### src/rtl/dkirq_pkg.sv
package dkirq_pkg;
  // Strobes from control to the flop datapath
  typedef struct packed {
    logic clrAll;     // clear every source flop
    logic ciSet;      // register write with enable and done
    logic ciLoad;     // done rising edge: load CI
    logic ciLoadVal;  // value loaded into CI
    logic diLoad;     // done rising edge: load DI
    logic diLoadVal;  // value loaded into DI
    logic diSet;      // new attention while done is high
    logic diClr;      // done low: hold DI clear
    logic eiSet;      // error event
  } irqStrobe_t;
endpackage

### src/rtl/dkirq_ctl.sv
module dkirq_ctl
  import dkirq_pkg::*;
#(
  parameter int NUM_DRIVES = 8
) (
  input  logic                  wrStrobe,
  input  logic                  wrIe,
  input  logic                  wrDone,
  input  logic                  wrGo,
  input  logic                  ieBit,
  input  logic                  doneNow,
  input  logic                  donePrev,
  input  logic [NUM_DRIVES-1:0] atnVec,
  input  logic [NUM_DRIVES-1:0] atnRaise,
  input  logic                  errEvt,
  input  logic                  ctlClear,
  input  logic                  intAck,
  output irqStrobe_t            stb
);
  logic doneRise;
  logic [NUM_DRIVES-1:0] freshAtn;
  logic atnEvent;

  // An attach or removal only counts when that drive had no attention yet
  genvar g;
  generate
    for (g = 0; g < NUM_DRIVES; g++) begin : gFresh
      assign freshAtn[g] = atnRaise[g] & ~atnVec[g];
    end
  endgenerate

  assign atnEvent = |freshAtn;
  assign doneRise = doneNow & ~donePrev;

  always_comb begin
    stb.clrAll    = ctlClear | intAck | (wrStrobe & wrGo);
    stb.ciSet     = wrStrobe & wrIe & wrDone;
    stb.ciLoad    = doneRise;
    stb.ciLoadVal = ieBit;
    stb.diLoad    = doneRise;
    stb.diLoadVal = (|atnVec) | atnEvent;
    stb.diSet     = doneNow & atnEvent;
    stb.diClr     = ~doneNow;
    stb.eiSet     = errEvt;
  end
endmodule

### src/rtl/dkirq_dp.sv
module dkirq_dp
  import dkirq_pkg::*;
(
  input  logic       clk,
  input  logic       rstN,
  input  irqStrobe_t stb,
  input  logic       ieBit,
  output logic       ciFlop,
  output logic       diFlop,
  output logic       eiFlop,
  output logic       intReq
);
  always_ff @(posedge clk or negedge rstN) begin
    if (!rstN) begin
      ciFlop <= 1'b0;
      diFlop <= 1'b0;
      eiFlop <= 1'b0;
    end else if (stb.clrAll) begin
      ciFlop <= 1'b0;
      diFlop <= 1'b0;
      eiFlop <= 1'b0;
    end else begin
      ciFlop <= stb.ciSet | (stb.ciLoad ? stb.ciLoadVal : ciFlop);
      if (stb.diClr)       diFlop <= 1'b0;
      else if (stb.diLoad) diFlop <= stb.diLoadVal;
      else                 diFlop <= diFlop | stb.diSet;
      eiFlop <= eiFlop | stb.eiSet;
    end
  end

  assign intReq = ieBit & (ciFlop | diFlop | eiFlop);
endmodule

### src/rtl/dkirq_top.sv
module dkirq_top
  import dkirq_pkg::*;
#(
  parameter int NUM_DRIVES = 8,
  parameter int VEC_W      = 8,
  parameter logic [VEC_W-1:0] VECTOR = 8'h88
) (
  input  logic                  clk,
  input  logic                  rstN,
  input  logic                  wrStrobe,
  input  logic                  wrIe,
  input  logic                  wrDone,
  input  logic                  wrGo,
  input  logic                  ieBit,
  input  logic                  doneNow,
  input  logic                  donePrev,
  input  logic [NUM_DRIVES-1:0] atnVec,
  input  logic [NUM_DRIVES-1:0] atnRaise,
  input  logic                  errEvt,
  input  logic                  ctlClear,
  input  logic                  intAck,
  output logic                  intReq,
  output logic                  diStatus,
  output logic [VEC_W-1:0]      vecOut
);
  localparam logic [VEC_W-1:0] NO_VEC = '0;

  irqStrobe_t stb;
  logic ciFlop, diFlop, eiFlop;

  dkirq_ctl #(.NUM_DRIVES(NUM_DRIVES)) uCtl (
    .wrStrobe(wrStrobe), .wrIe(wrIe), .wrDone(wrDone), .wrGo(wrGo),
    .ieBit(ieBit), .doneNow(doneNow), .donePrev(donePrev),
    .atnVec(atnVec), .atnRaise(atnRaise), .errEvt(errEvt),
    .ctlClear(ctlClear), .intAck(intAck), .stb(stb)
  );

  dkirq_dp uDp (
    .clk(clk), .rstN(rstN), .stb(stb), .ieBit(ieBit),
    .ciFlop(ciFlop), .diFlop(diFlop), .eiFlop(eiFlop), .intReq(intReq)
  );

  assign diStatus = diFlop;
  assign vecOut   = intAck ? VECTOR : NO_VEC;
endmodule

### config.mk
export PLATFORM = sky130hd
export DESIGN_NAME = dkirq_top
export DESIGN_NICKNAME = d
export VERILOG_FILES = /design/src/rtl/dkirq_pkg.sv /design/src/rtl/dkirq_ctl.sv /design/src/rtl/dkirq_dp.sv /design/src/rtl/dkirq_top.sv
export SDC_FILE = /design/constraint.sdc
export NUM_CORES = 1
export LEC_CHECK = 0
export ABC_CLOCK_PERIOD_IN_PS = 940
export BUFFER_PORTS_ARGS = -buffer_cell sky130_fd_sc_hd__buf_4
export CAP_MARGIN = 20
export CORE_AREA = 3 3 40 42
export DETAILED_ROUTE_END_ITERATION = 10
export DIE_AREA = 0 0 43 45
export HOLD_SLACK_MARGIN = 0.1
export PLACE_DENSITY = 0.59
export SLEW_MARGIN = 10
export SYNTH_ARGS = -nofsm -noshare
export SYNTH_HDL_FRONTEND = slang
export SYNTH_SLANG_ARGS = --single-unit
### constraint.sdc
create_clock -name clk -period 0.94 [get_ports clk]
set_input_delay 0.188 -clock clk [delete_from_list [all_inputs] [get_ports clk]]
set_output_delay 0.188 -clock clk [all_outputs]
set_load 0.01 [all_outputs]
-- Word level (Yosys, flattened, before mapping)
Index checks and enable logic that the tools add are counted.
- muxes and demuxes: 7
- bitwise operators: 31
- reduce and logical (&&, ||, !) cells: 2
- operators with widths (cell ; number):
    8-bit OR reduction ; 2
    1-bit AND ; 14
    1-bit NOT ; 9
    8-bit two-way mux ; 1
    1-bit bitwise OR ; 8
    1-bit two-way mux ; 6
- bits in registers: 3
- input bits: 28
- output and inout bits: 10
- logic and storage cells: 43

-- Longest topological paths before layout
Gate-level depths: netlist of run 1.
- depth after elaboration: 8
- mapped depth: 4

-- Cells and area by module
From an unflattened synthesis of run 1, not the netlist that was laid out.
- cell total of the unflattened synthesis: 45
- area, all modules: 344.1 sq um
- by module, submodules not included (module ; times used ; cells an instance ; area each (sq um)):
    dkirq_ctl ; 1 ; 24 ; 146.4
    dkirq_dp ; 1 ; 12 ; 133.9
    dkirq_top ; 1 ; 9 ; 63.8

-- Least setup slack after synthesis of run 1
Ideal clock, no wire load.
- path kind: register to output
- from: register uDp.diFlop
- to: output intReq
- arrival: 0.739 ns
- data required time: 0.752 ns
- slack: 0.013 ns
- cell stages (with the launch flop): 2
- buffers on the path: 0
- path through: dfrtp_1 o31a_1
- cells in the longest elaborated chain, start to end: 3
- ends and longest elaborated chain (what ; RTL line ; RTL):
    from (decl) ; dkirq_dp.sv:9 ; output logic diFlop,
    from (signal assigned) ; dkirq_dp.sv:25 ; else if (stb.diLoad) diFlop <= stb.diLoadVal;
    from (signal assigned) ; dkirq_dp.sv:26 ; else diFlop <= diFlop | stb.diSet;
    1-bit bitwise OR (2 in series) ; dkirq_dp.sv:31 ; assign intReq = ieBit & (ciFlop | diFlop | eiFlop);
    1-bit AND ; dkirq_dp.sv:31 ;
    to (decl) ; dkirq_top.sv:22 ; output logic intReq,
Every way passes these cells.

-- Final worst setup path of run 1
- from: register uDp.eiFlop
- to: output intReq
- cells in the longest elaborated chain, start to end: 2
- ends and longest elaborated chain (what ; RTL line ; RTL):
    from (decl) ; dkirq_dp.sv:10 ; output logic eiFlop,
    from (signal assigned) ; dkirq_dp.sv:27 ; eiFlop <= eiFlop | stb.eiSet;
    1-bit bitwise OR ; dkirq_dp.sv:31 ;
    1-bit AND ; dkirq_dp.sv:31 ;
Every way passes these cells.

==> results.json, run 1 <==
{
  "status": "finished, violations left",
  "violations": "negative setup slack",
  "htreeDepth": 1,
  "reg2reg_depth": 5,
  "hold_end": "uDp.eiFlop",
  "die-area_sq_um": 1940,
  "worstPathArrival_ns": 1.02,
  "startpoint_type": "register",
  "fmax_mhz": 826,
  "setup_viol": 3,
  "io_buffers": 31,
  "finClkSkew_ns": 0,
  "p_leak_nw": 0.319,
  "areaGrowthSynthToFinish_pct": 91.5,
  "ios": 38,
  "cp_max_fo": 2,
  "final_cell_mix": "buf_4 (30), conb_1 (6), inv_1 (5)",
  "gr-total-overflow": 0,
  "drv_cap": 0,
  "hp-class": "in -> reg",
  "fillers": 135,
  "ys_ff_latch": 3,
  "hold_viol": 0,
  "via_per_inst": 4.01,
  "grt_util_all_layers_pct": 9.08,
  "drtAntennaViolNets": 0,
  "rsz0062_at_grt": "yes",
  "layout-drive-gt1-share_pct": 54.1,
  "final.setup.worst_slack_ns": -0.270,
  "routedWlPerCell_microns": 9.58,
  "synthDistinctLibCells": 20,
  "critPathCaptureType": "output pin",
  "die_h_microns": 45,
  "rows": 13,
  "hp-start": "errEvt",
  "yosys_warnings": 0,
  "finalMaxSlewViolations": 0,
  "clkTransAtPathRegs_ns": 0.04,
  "finalNonFillerCells": 89,
  "drc": 0,
  "min_period_over_period_pct": 129,
  "grt_max_degree": 4,
  "grt_pass1_vias": 376,
  "reg2reg_to": "uDp.diFlop",
  "path_cells": "o31a_1 > buf_6",
  "dp_cells": 82,
  "worstPathBufferInverterCount": 1,
  "avgSynthCellArea_sq_um": 8.17,
  "dr.pass1.iters": 4,
  "final_common_cell": "buf_4",
  "critPathKind": "reg -> out",
  "numCtsBuffers": 3,
  "drt_wl_total_microns": 853,
  "n_antenna_cell": 0,
  "drtIter0Drc": 2,
  "slowest_stage": "dfrtp_1",
  "antenna_found_initial": 0,
  "clock_sinks": 3,
  "ys_seq_area_share_pct": 24.2,
  "dpl.hpwl_microns": 742,
  "gp_congestion": 0.576,
  "fin_nets": 103,
  "synthCells": 38,
  "multi_input_area_sq_um": 175,
  "regArea_sq_um": 75.1,
  "cts_root_buf": "clkbuf_4",
  "post-place-ws_ns": -0.0859,
  "core_area_sq_um": 1280,
  "rrSetupSlack_ns": -0.03,
  "cp.required_ns": 0.75,
  "ir_drop_v": 0.000513,
  "cp_slowest_stage_delay_ns": 0.37,
  "grt_pass1_wl_microns": 1310,
  "hold_depth": 2,
  "min_period_ns": 1.21,
  "insertion_delay_ns": 0.22,
  "power.density_nw_per_um2": 916,
  "vias": 357,
  "cts_tree": "built",
  "clockBufferDepth": 2,
  "syn_area_sq_um": 310,
  "die_w_microns": 43,
  "crit_family": "flip-flops",
  "r2r-start": "uDp.diFlop",
  "initial_core_util_pct": 24.1
}
==> timing repair <==
item                                    4_1_cts  5_1_grt
buffers inserted                              2        0
endpoints found under the setup margin        2        3
hold buffers                                  1        0
pin swaps                                     1        0
endpoints found under the hold margin         3        0
resized for setup                             3        1
==> Yosys cell counts, drive strengths merged <==
master | n | area (sq um)
nand2b | 3 | 18.8
o2111ai | 1 | 8.76
nor4 | 2 | 25.0
nand3 | 1 | 5.00
dfrtp | 3 | 75.1
inv | 5 | 18.8
a211oi | 1 | 12.5
buf | 8 | 60.1
or2b | 1 | 7.51
conb | 1 | 3.75
mux2i | 1 | 10.0
a21boi | 1 | 7.51
nand2 | 1 | 3.75
nor3 | 1 | 5.00
o21a | 1 | 7.51
a31oi | 1 | 6.26
nor2b | 1 | 6.26
o22ai | 2 | 12.5
o31a | 1 | 8.76
nor2 | 2 | 7.51
==> worst max-delay path by stage <==
stage | startpoint | endpoint | depth (start not counted)
after floorplan | uDp.diFlop | intReq | 1
after global placement | atnRaise[2] | uDp.diFlop | 5
after detailed placement | atnRaise[2] | uDp.diFlop | 5
after CTS | uDp.eiFlop | intReq | 2
after global routing | uDp.eiFlop | intReq | 2
final | uDp.eiFlop | intReq | 2
==> report_power, final <==
group | switching (mW) | total (mW) | internal [mW] | leakage (nW)
logic | 0.0676 | 0.186 | 0.118 | 0.263
registers | 0.00271 | 0.137 | 0.134 | 0.0409
clock network | 0.0628 | 0.222 | 0.159 | 0.0150
total | 0.133 | 0.544 | 0.411 | 0.319
==> through the flow <==
step                      instance area [sq um]  setup TNS (ns)  hold slack (ns)  utilization [%]  power, mW
final                                       594          -0.499            0.184             46.3      0.544
after global routing                        594          -0.661            0.182             46.3      0.589
after CTS                                   591          -0.499            0.181             46.0      0.552
after detailed placement                    528          -0.147          -0.0195             41.1      0.311
after global placement                      528          -0.148          -0.0208             41.1      0.310
after floorplan                             329               0           -0.108                -      0.218
==> layout make-up <==
class / count / share of cell area (%)
Clock buffer: 4 / 4.42
Inverter: 5 / 3.16
Multi-Input combinational cell: 27 / 29.5
Sequential cell: 3 / 12.6
Tap cell: 15 / 3.16
Timing Repair Buffer: 35 / 47.2
==> state kept, by name (all words and copies together) (netlist names) <==
register	count
uDp.diFlop	1
uDp.ciFlop	1
uDp.eiFlop	1
==> layer usage <==
metal / track usage [%] / share of wire, % / vias to the layer above
li1: - / - / 189
met1: 9.90 / 39 / 150
met2: 14.1 / 51 / 18
met3: 3.59 / 10 / 0
met4: 7.23 / 0 / 0
met5: 0 / 0 / -
==> cells by family after synthesis <==
kind of cell	Yosys count	synth area share, %
compound gates	8	20.6
simple gates	12	25.4
other cells	1	1.21
mux	1	3.23
buf+inv	13	25.4
flops	3	24.2
(Power assumes the default switching activity.)
==> run 2: changes to the inputs <==
--- a/config.mk
+++ b/config.mk
@@ -13,6 +13,7 @@
 export DIE_AREA = 0 0 43 45
 export HOLD_SLACK_MARGIN = 0.1
 export PLACE_DENSITY = 0.59
+export RECOVER_POWER = 25
 export SLEW_MARGIN = 10
 export SYNTH_ARGS = -nofsm -noshare
 export SYNTH_HDL_FRONTEND = slang
==> results.json, run 2 (synthesis results as in run 1) <==
{
  "min_period_ns": 1.21,
  "final.setup.worst_slack_ns": -0.270,
  "gp_congestion": 0.576,
  "worstPathBufferInverterCount": 1,
  "fmax_mhz": 826,
  "grt_pass1_vias": 376,
  "finalNonFillerCells": 89,
  "io_buffers": 31,
  "cp_max_fo": 2,
  "die_h_microns": 45,
  "hp-class": "in -> reg",
  "reg_top3": "uDp.ciFlop: 1 flops, uDp.diFlop: 1 flops, uDp.eiFlop: 1 flops",
  "min_period_over_period_pct": 129,
  "rows": 13,
  "insertion_delay_ns": 0.22,
  "drtIter0Drc": 2,
  "die-area_sq_um": 1940,
  "numCtsBuffers": 3,
  "clkTransAtPathRegs_ns": 0.04,
  "tns_ns": -0.498,
  "finClkSkew_ns": 0,
  "drtAntennaViolNets": 0,
  "rsz0062_at_grt": "yes",
  "dr.pass1.iters": 4,
  "htreeDepth": 1,
  "drv_cap": 0,
  "path_cells": "o31a_1 > buf_6",
  "slowest_stage": "dfrtp_1",
  "grt_max_degree": 4,
  "layout-drive-gt1-share_pct": 52.7,
  "hold_viol": 0,
  "areaGrowthSynthToFinish_pct": 90.3,
  "n_antenna_cell": 0,
  "initial_core_util_pct": 24.1,
  "final_common_cell": "buf_4",
  "gr-total-overflow": 0,
  "startpoint_type": "register",
  "cp_slowest_stage_delay_ns": 0.37,
  "routedWlPerCell_microns": 9.56,
  "violations": "negative setup slack",
  "clockBufferDepth": 2,
  "worstPathArrival_ns": 1.02,
  "dpl.hpwl_microns": 742,
  "ir_drop_v": 0.000512,
  "power.density_nw_per_um2": 919,
  "core_area_sq_um": 1280,
  "dp_cells": 82,
  "fin_nets": 103,
  "vias": 357,
  "critPathKind": "reg -> out",
  "via_per_inst": 4.01,
  "grt_util_all_layers_pct": 9.08,
  "p_leak_nw": 0.315,
  "drt_wl_total_microns": 851,
  "grt_pass1_wl_microns": 1310,
  "antenna_found_initial": 0,
  "setup_viol": 3,
  "cp.required_ns": 0.75,
  "finalMaxSlewViolations": 0,
  "holdWs_ns": 0.183,
  "final_cell_mix": "buf_4 (29), conb_1 (6), inv_1 (5)",
  "drc": 0,
  "cts_root_buf": "clkbuf_4",
  "die_w_microns": 43,
  "status": "finished, violations left",
  "cts_tree": "built",
  "crit_family": "flip-flops",
  "ios": 38,
  "critPathCaptureType": "output pin",
  "clock_sinks": 3
}
[run 2: changes by cell type in the layout (fill, tap and decap cells not counted)]
cell / delta
buf_4: -1
clkbuf_1: +1
[run 2: report_power, final]
| part | leakage [nW] | switching, mW | total [mW] | internal (mW) |
|---|---|---|---|---|
| clock network | 0.0150 | 0.0628 | 0.222 | 0.159 |
| logic | 0.259 | 0.0674 | 0.184 | 0.116 |
| registers | 0.0409 | 0.00271 | 0.137 | 0.134 |
| total | 0.315 | 0.133 | 0.542 | 0.410 |
[run 2: area by class of cell]
cell class / count / area [sq um]
clock buffers: 4 / 26.3
fillers: 137 / 694
inverters: 5 / 18.8
multi-input cells: 27 / 175
flip-flops and latches: 3 / 75.1
well taps: 15 / 18.8
repair buffers: 35 / 277
[run 2: path summary, 6_finish.rpt]
path | from | endpoint | slack (ns) | cells past startpoint
max in group asynchronous | rstN | uDp.ciFlop | 0.48 | 2
worst max-delay path | uDp.eiFlop | intReq | -0.27 | 2
worst min-delay path | errEvt | uDp.eiFlop | 0.18 | 2
worst max register to register | uDp.diFlop | uDp.diFlop | -0.03 | 5
worst min register to register | uDp.eiFlop | uDp.eiFlop | 0.57 | 2
min in group asynchronous | rstN | uDp.eiFlop | 0.30 | 2
[run 2: stage by stage]
step | power (mW) | util [%] | cell area, sq um | worst slack, ns
2_1_floorplan | 0.218 | - | 329 | 0.0127
4_1_cts | 0.552 | 46.0 | 591 | -0.284
3_3_place_gp | 0.310 | 41.1 | 528 | -0.0854
5_1_grt | 0.587 | 46.0 | 591 | -0.316
6_report | 0.542 | 46.0 | 591 | -0.270
3_5_place_dp | 0.311 | 41.1 | 528 | -0.0859
[run 2: layer usage]
layer  global-route usage, %  part of all wire, %  up-vias
met5                       0                    0        -
li1                        -                    -      189
met3                    3.59                   10        0
met4                    7.23                    0        0
met1                    9.90                   39      150
met2                    14.1                   51       18
[run 2: repair_timing]
action | CTS | global route
endpoints found under the setup margin | 2 | 3
hold endpoints to repair | 3 | 0
gates cloned | 0 | 0
pin swaps | 1 | 0
setup buffers | 2 | 0
hold buffers | 1 | 0
gates resized for setup | 3 | 1
==> run 3: changes to the inputs <==
--- a/config.mk
+++ b/config.mk
@@ -14,6 +14,7 @@
 export HOLD_SLACK_MARGIN = 0.1
 export PLACE_DENSITY = 0.59
 export RECOVER_POWER = 25
+export SKIP_LAST_GASP = 1
 export SLEW_MARGIN = 10
 export SYNTH_ARGS = -nofsm -noshare
 export SYNTH_HDL_FRONTEND = slang
==> results.json, run 3 (synthesis results as in run 1) <==
{
  "finalPower_mw": 0.541,
  "vias": 359,
  "grt_max_degree": 4,
  "hp-class": "in -> reg",
  "htreeDepth": 1,
  "grt_pass1_wl_microns": 1310,
  "die-area_sq_um": 1940,
  "hold_viol": 0,
  "ir_drop_v": 0.000485,
  "cts_root_buf": "clkbuf_4",
  "startpoint_type": "register",
  "worstPathArrival_ns": 1.03,
  "die_w_microns": 43,
  "combPwrFrac_pct": 33.6,
  "setup_viol": 3,
  "hold_depth": 2,
  "p_sw_mw": 0.132,
  "pwr-share-seq_pct": 25.4,
  "antenna_found_initial": 0,
  "intPower_mw": 0.408,
  "layout-drive-gt1-share_pct": 52.7,
  "cts_tree": "built",
  "cp_slowest_stage_delay_ns": 0.36,
  "critPathKind": "reg -> out",
  "n_antenna_cell": 0,
  "final.setup.worst_slack_ns": -0.276,
  "drt-met1-wl_microns": 323,
  "path_cells": "o31a_1 > buf_4",
  "core_area_sq_um": 1280,
  "final_cell_mix": "buf_4 (30), conb_1 (6), inv_1 (5)",
  "min_period_ns": 1.22,
  "rsz0062_at_grt": "yes",
  "sw_frac_of_total_pct": 24.5,
  "rows": 13,
  "drc": 0,
  "critPathCaptureType": "output pin",
  "reg2reg_depth": 5,
  "gr-total-overflow": 0,
  "fillers": 136,
  "insertion_delay_ns": 0.22,
  "fmax_mhz": 822,
  "routedWlPerCell_microns": 9.52,
  "p_leak_nw": 0.314,
  "crit_family": "flip-flops",
  "min_period_over_period_pct": 129,
  "io_buffers": 31,
  "finalNonFillerCells": 89,
  "drtIter0Drc": 2,
  "initial_core_util_pct": 24.1,
  "clockBufferDepth": 2,
  "gp_congestion": 0.576,
  "dp_cells": 82,
  "holdWs_ns": 0.183,
  "met2_length_microns": 438,
  "met3_length_microns": 85,
  "power.density_nw_per_um2": 921,
  "areaGrowthSynthToFinish_pct": 89.1,
  "status": "finished, violations left",
  "clkTransAtPathRegs_ns": 0.04,
  "ios": 38,
  "finClkSkew_ns": 0,
  "fin_nets": 103,
  "crit_cells": 2,
  "cp_max_fo": 2,
  "violations": "negative setup slack",
  "dr.pass1.iters": 4,
  "final_common_cell": "buf_4",
  "clkPwrFrac_pct": 41.0,
  "clock_sinks": 3,
  "finalMaxSlewViolations": 0,
  "die_h_microns": 45,
  "drv_cap": 0,
  "reg_top3": "uDp.ciFlop: 1 flops, uDp.diFlop: 1 flops, uDp.eiFlop: 1 flops",
  "slowest_stage": "dfrtp_1",
  "grt_pass1_vias": 376,
  "cp.required_ns": 0.75,
  "via_per_inst": 4.03,
  "drtAntennaViolNets": 0,
  "numCtsBuffers": 3,
  "dpl.hpwl_microns": 742,
  "grt_util_all_layers_pct": 9.08,
  "highest_layer": "met3",
  "worstPathBufferInverterCount": 1,
  "drt_wl_total_microns": 847
}
## run 3: worst paths after layout
kind / start / to / slack [ns]
setup / recovery: uDp.eiFlop / intReq / -0.28
hold / removal: errEvt / uDp.eiFlop / 0.18
setup reg to reg: uDp.diFlop / uDp.diFlop / -0.03
hold reg to reg: uDp.eiFlop / uDp.eiFlop / 0.57
max in group asynchronous: rstN / uDp.ciFlop / 0.49
min in group asynchronous: rstN / uDp.eiFlop / 0.30
## run 3: what timing repair did
action | 4_1_cts | 5_1_grt
pin swaps | 1 | 0
endpoints found under the setup margin | 2 | 3
endpoints found under the hold margin | 3 | 0
gates cloned | 0 | 0
resized for setup | 3 | 0
hold buffers | 1 | 0
setup buffers | 2 | 0
## run 3: cell type report
type | instances | area (sq um) | share of cell area (%)
Multi-Input combinational cell | 27 | 175 | 29.9
Inverter | 5 | 18.8 | 3.20
Sequential cell | 3 | 75.1 | 12.8
Clock buffer | 4 | 26.3 | 4.48
Timing Repair Buffer | 35 | 273 | 46.5
Tap cell | 15 | 18.8 | 3.20
## run 3: stage by stage
stage | utilization [%] | TNS [ns] | cell area [sq um] | setup slack, ns
6_report | 45.7 | -0.501 | 587 | -0.276
5_1_grt | 45.7 | -0.669 | 587 | -0.323
4_1_cts | 46.0 | -0.499 | 591 | -0.284
3_5_place_dp | 41.1 | -0.147 | 528 | -0.0859
3_3_place_gp | 41.1 | -0.148 | 528 | -0.0854
2_1_floorplan | - | 0 | 329 | 0.0127
## run 3: power by group through the flow
stage / clock, mW / combinational (mW) / sequential, mW
2_1_floorplan: 0 / 0.0791 / 0.139
3_3_place_gp: 0 / 0.171 / 0.139
3_5_place_dp: 0 / 0.172 / 0.139
4_1_cts: 0.230 / 0.185 / 0.137
5_1_grt: 0.247 / 0.200 / 0.137
6_report: 0.222 / 0.182 / 0.137
## run 3: per-layer routing
metal | GRT usage, % | vias up
li1 | - | 188
met1 | 9.90 | 153
met2 | 14.1 | 18
met3 | 3.59 | 0
met4 | 7.23 | 0
met5 | 0 | -
